===== src/rtl/irq_prio_ack.sv =====
module irq_prio_ack #(
  parameter int NVEC    = 256,
  parameter int SLICE_W = 32
) (
  input  logic                          clk,
  input  logic                          rst_n,
  input  logic                          req_valid,
  input  logic [$clog2(NVEC)-1:0]       req_vec,
  input  logic                          req_level,
  input  logic                          tpr_we,
  input  logic [$clog2(NVEC)-1:0]       tpr_wdata,
  input  logic                          svr_we,
  input  logic [2*$clog2(NVEC)-1:0]     svr_wdata,
  input  logic                          ack,
  input  logic                          eoi,
  input  logic [$clog2(NVEC/SLICE_W)-1:0] slice_sel,
  output logic                          pend,
  output logic [$clog2(NVEC)-1:0]       ack_vec,
  output logic                          ack_none,
  output logic [$clog2(NVEC)-1:0]       ppr_out,
  output logic [$clog2(NVEC)-1:0]       tpr_out,
  output logic [$clog2(NVEC):0]         svr_rd,
  output logic [SLICE_W-1:0]            irr_slice,
  output logic [SLICE_W-1:0]            isr_slice,
  output logic [SLICE_W-1:0]            tmr_slice
);
  localparam int VW = $clog2(NVEC);

  logic [NVEC-1:0] irr, isr, tmr;
  logic [NVEC-1:0] irr_n, isr_n, tmr_n;
  logic [VW-1:0]   tpr;
  logic [VW:0]     svr;
  logic [VW:0]     irr_top, isr_top;
  logic            enabled, spur, take;

  function automatic logic [VW:0] top_of(input logic [NVEC-1:0] m);
    logic [VW:0] r;
    r = '0;
    for (int i = 0; i < NVEC; i++)
      if (m[i]) r = {1'b1, VW'(i)};
    return r;
  endfunction

  assign irr_top = top_of(irr);
  assign isr_top = top_of(isr);
  assign enabled = svr[VW];

  assign ppr_out = (!isr_top[VW] || tpr[VW-1:4] >= isr_top[VW-1:4]) ? tpr
                   : {isr_top[VW-1:4], 4'b0000};

  assign pend = enabled && irr_top[VW] && (irr_top[VW-1:4] > ppr_out[VW-1:4]);

  assign ack_none = !enabled || !irr_top[VW];
  assign spur     = (tpr != '0) && (irr_top[VW-1:0] <= tpr);
  assign ack_vec  = ack_none ? '0 : (spur ? svr[VW-1:0] : irr_top[VW-1:0]);
  assign take     = ack && !ack_none && !spur;

  always_comb begin
    irr_n = irr;
    isr_n = isr;
    tmr_n = tmr;
    if (eoi && isr_top[VW]) isr_n[isr_top[VW-1:0]] = 1'b0;
    if (take) begin
      irr_n[irr_top[VW-1:0]] = 1'b0;
      isr_n[irr_top[VW-1:0]] = 1'b1;
    end
    if (req_valid) begin
      irr_n[req_vec] = 1'b1;
      tmr_n[req_vec] = req_level;
    end
  end

  always_ff @(posedge clk or negedge rst_n) begin
    if (!rst_n) begin
      irr <= '0;
      isr <= '0;
      tmr <= '0;
      tpr <= '0;
      svr <= {1'b0, {VW{1'b1}}};
    end else begin
      irr <= irr_n;
      isr <= isr_n;
      tmr <= tmr_n;
      if (tpr_we) tpr <= tpr_wdata;
      if (svr_we) svr <= svr_wdata[VW:0];
    end
  end

  assign tpr_out   = tpr;
  assign svr_rd    = svr;
  assign irr_slice = irr[slice_sel*SLICE_W +: SLICE_W];
  assign isr_slice = isr[slice_sel*SLICE_W +: SLICE_W];
  assign tmr_slice = tmr[slice_sel*SLICE_W +: SLICE_W];
endmodule


===== config.mk =====
export PLATFORM = sky130hd
export DESIGN_NAME = irq_prio_ack
export DESIGN_NICKNAME = d
export VERILOG_FILES = /design/src/rtl/irq_prio_ack.sv
export SDC_FILE = /design/constraint.sdc
export NUM_CORES = 2
export LEC_CHECK = 0
export ABC_AREA = 1
export BUFFER_PORTS_ARGS = -buffer_cell sky130_fd_sc_hd__buf_4
export CORE_AREA = 2 2 392 394
export CTS_CLUSTER_DIAMETER = 50
export DETAILED_ROUTE_END_ITERATION = 8
export DIE_AREA = 0 0 394 396
export GPL_TIMING_DRIVEN = 0
export PLACE_DENSITY = 0.51
export SLEW_MARGIN = 10
export SYNTH_ARGS = -nofsm -noshare
export SYNTH_HDL_FRONTEND = slang
export SYNTH_SLANG_ARGS = --single-unit

===== constraint.sdc =====
create_clock -name clk -period 20.6 [get_ports clk]
set_input_delay 0 -clock clk [delete_from_list [all_inputs] [get_ports clk]]
set_output_delay 0 -clock clk [all_outputs]
set_load 0.005 [all_outputs]

==> metrics.md <==
| Metric | Value |
|---|---|
| Synth area leader | `dfrtp_1` |
| Ys flop type | `dfrtp_1` |
| Hold depth | `3` |
| Worst path most repeated cell | `nand2_1` |
| P per Cell Area | `108 nW/um^2` |
| Chip Height | `about 400 um` |
| Max Cap Violations | `0` |
| Final TNS setup | `0 ps` |
| Share of the synthesized area in the top cell type | `43.0%` |
| Top post-synthesis cells by count | `nand2_1, dfrtp_1, o21ai_0` |
| Num CTS Buffers | `about 140` |
| Critical path fanouts, max | `10` |
| Least-Margin Pin Slew | `1430 ps` |
| Via count | `50000` |
| Slowest stage delay, CP | `530 ps` |
| Routed WL per cell | `30.7 um` |
| Outcome | `complete, no violations` |
| Clk root buf | `clkbuf_16` |
| Number of synthesized flops with an enable pin | `0` |
| Worst-Skew Late Latency | `810 ps` |
| Ranking of synthesized cells by area | `dfrtp_1, nand2_1, o21ai_0` |
| Period minus WS final | `18410 ps` |
| IO buf count | `164` |
| Worst path arrival time | `approximately 19000 ps` |
| Nets@finish | `7051` |
| Fraction of registers with async set/reset | `between 90% and 100%` |
| Core area | `152000 sq um` |
| Clk slew on worst S/H paths | `60 ps` |
| Crit Path Category | `reg -> reg` |
| R2R depth | `272` |
| Post-detail-place hpwl | `about 230000 um` |
| Clk buf depth | `3` |
| Hold Crit Class | `in -> reg` |
| Fillers | `16400` |
| Syn Inst Count | `6579` |
| Final cell count without fillers | `around 9000` |
| Die Wd | `394 um` |
| Vias/cell | `approximately 5.5` |
| Drt pass-1 iters | `8` |
| Netlist Area Pre-Place | `45200 sq um` |
| Die Area | `156000 sq um` |
| Antenna violations before repair | `8` |
| Routed Antenna Nets | `0` |
| Post-route DRC | `0` |
| Clock sink count | `785` |
| Final hold slack | `144 ps` |
| DRT iter0 DRCs | `about 6400` |
| Leakage | `0.0261 uW` |
| Peak supply drop | `between 80 and 90 uV` |
| CTS tree | `done` |
| YS warnings | `0` |
| # setup viols final | `0` |
| Max-slew headroom | `4.46%` |
| Period utilisation layout | `89.4%` |
| Worst Path Required | `between 20000 and 25000 ps` |
| Detailed Route WL | `around 280000 um` |
| RSZ-0062 raised after global routing | `false` |
| Fmax | `54.3 MHz` |
| Final std cell area, no fill | `55400 sq um` |
| Post-synth net total | `roughly 6600` |
| Placed cell areas | `approximately 49000 sq um` |
| First-pass GRT wire length | `377000 um` |
| CP max-delay cell | `clkbuf_1` |
| Starting Density | `29.8%` |
| Placed instance count | `8785` |
| Yosys reg bits | `just under 800` |
| Remaining global-route overflow | `0` |
| Fin. max-slew vios | `0` |
| Count leader, synth | `nand2_1` |
| H-tree lvl count | `4` |
| Seq. cell area | `19700 sq um` |
| Avg Cell Area, Syn | `roughly 6.9 sq um` |
| Post-synthesis sequential area ratio | `43.5%` |
| Syn-to-layout area delta | `22.5%` |
| GRT Total Usage | `35.1%` |
| Synth cell types | `40` |
| Fin. Hold Viols | `0` |
| Crit. End Element | `flop` |
| Largest net degree at the start of global routing | `around 100` |
| Clk_skew | `between 40 and 50 ps` |
| Share of cells above drive strength 1 | `under 10%` |
| Crit start category | `flop` |
| Footprint of the multi-input gates | `roughly 22000 sq um` |
| Vias in the first global route | `46800` |
| Num rows | `143` |
| # IOs | `174` |
| Final Wtd Congestion | `1.05` |
metal layers:
metal	GRT usage, %	wire length (um)	up-vias
li1	-	-	22300
met1	49.3	123000	24200
met2	51.2	116000	2862
met3	5.84	24000	550
met4	19.0	18000	8
met5	0	54	-
where the power goes:
| part | internal, uW | total [uW] | switching [uW] |
|---|---|---|---|
| Combinational | 334 | 1720 | 1390 |
| Clock | 1610 | 2540 | 929 |
| Sequential | 1620 | 1700 | 71.7 |
worst paths after layout:
check	from	end	slack, ps
setup / recovery	irr[1]	irr[134]	2190
hold / removal	svr_we	svr_rd[2]	140
setup reg to reg	irr[1]	irr[134]	2190
hold reg to reg	tmr[39]	tmr[39]	480
max in group asynchronous	rst_n	irr[227]	18840
min in group asynchronous	rst_n	isr[186]	450
state kept, by name (all words and copies together), names as in the netlist:
register  cells
irr         256
svr_rd        9
tpr_out       8
isr         256
tmr         256
metrics by stage:
step / worst slack (ps) / power [uW] / utilization [%]
6_report: 2190 / 5960 / 36.5
5_1_grt: 32.2 / 6080 / 36.5
4_1_cts: 2020 / 5910 / 36.4
3_5_place_dp: 2070 / 3360 / 32.5
3_3_place_gp: 1890 / 3330 / 32.3
2_1_floorplan: 7330 / 2490 / -
critical path: cells and delay by family, from the launching register on:
family / cells / cell delay [ps]
buffers and inverters: 6 / 1350
AO/OA/AOI/OAI: 5 / 670
adder cells (fa/ha/maj): 1 / 210
flip-flops: 1 / 450
AND/OR/NAND/NOR: 260 / 15540
repair_timing:
item,4_1_cts,5_1_grt
endpoints found under the hold margin,599,0
gates resized for setup,0,38
setup buffers,0,4
hold buffers,94,0
setup endpoints to repair,0,304
cells in the final DEF, fill, tap and decap left out, types with 121 or more instances in the layout:
master	instances
inv_1	651
buf_4	181
o21bai_1	132
clkbuf_1	286
nor2_1	700
o21ai_1	121
clkbuf_16	140
nand4_1	266
nand2_1	2219
o21ai_0	756
dfrtp_1	777
a21oi_1	223
final cells by class:
| cell class | count | area share (%) |
|---|---|---|
| buffer | 367 | 2.69 |
| multi-input combinational | 4766 | 39.1 |
| timing repair buffer | 276 | 4.58 |
| inverter | 660 | 4.48 |
| sequential | 785 | 35.5 |
| tap | 2030 | 4.59 |
| clock buffer | 165 | 6.73 |
| clock inverter | 84 | 2.30 |
| antenna | 3 | 0.0136 |
kinds of logic (layout without fill, tap and decap cells):
group / after synthesis / in the layout / share of synthesized area [%]
AND/OR/NAND/NOR: 3294 / 3294 / 29.4
AO/OA/AOI/OAI: 1455 / 1455 / 17.9
buffers and inverters: 1028 / 1552 / 8.74
flip-flops: 785 / 785 / 43.5
adder cells (fa/ha/maj): 16 / 16 / 0.443
multiplexers: 1 / 1 / 0.0249
other: 0 / 3 / 0
No activity file was read; power rests on OpenSTA's default activity.
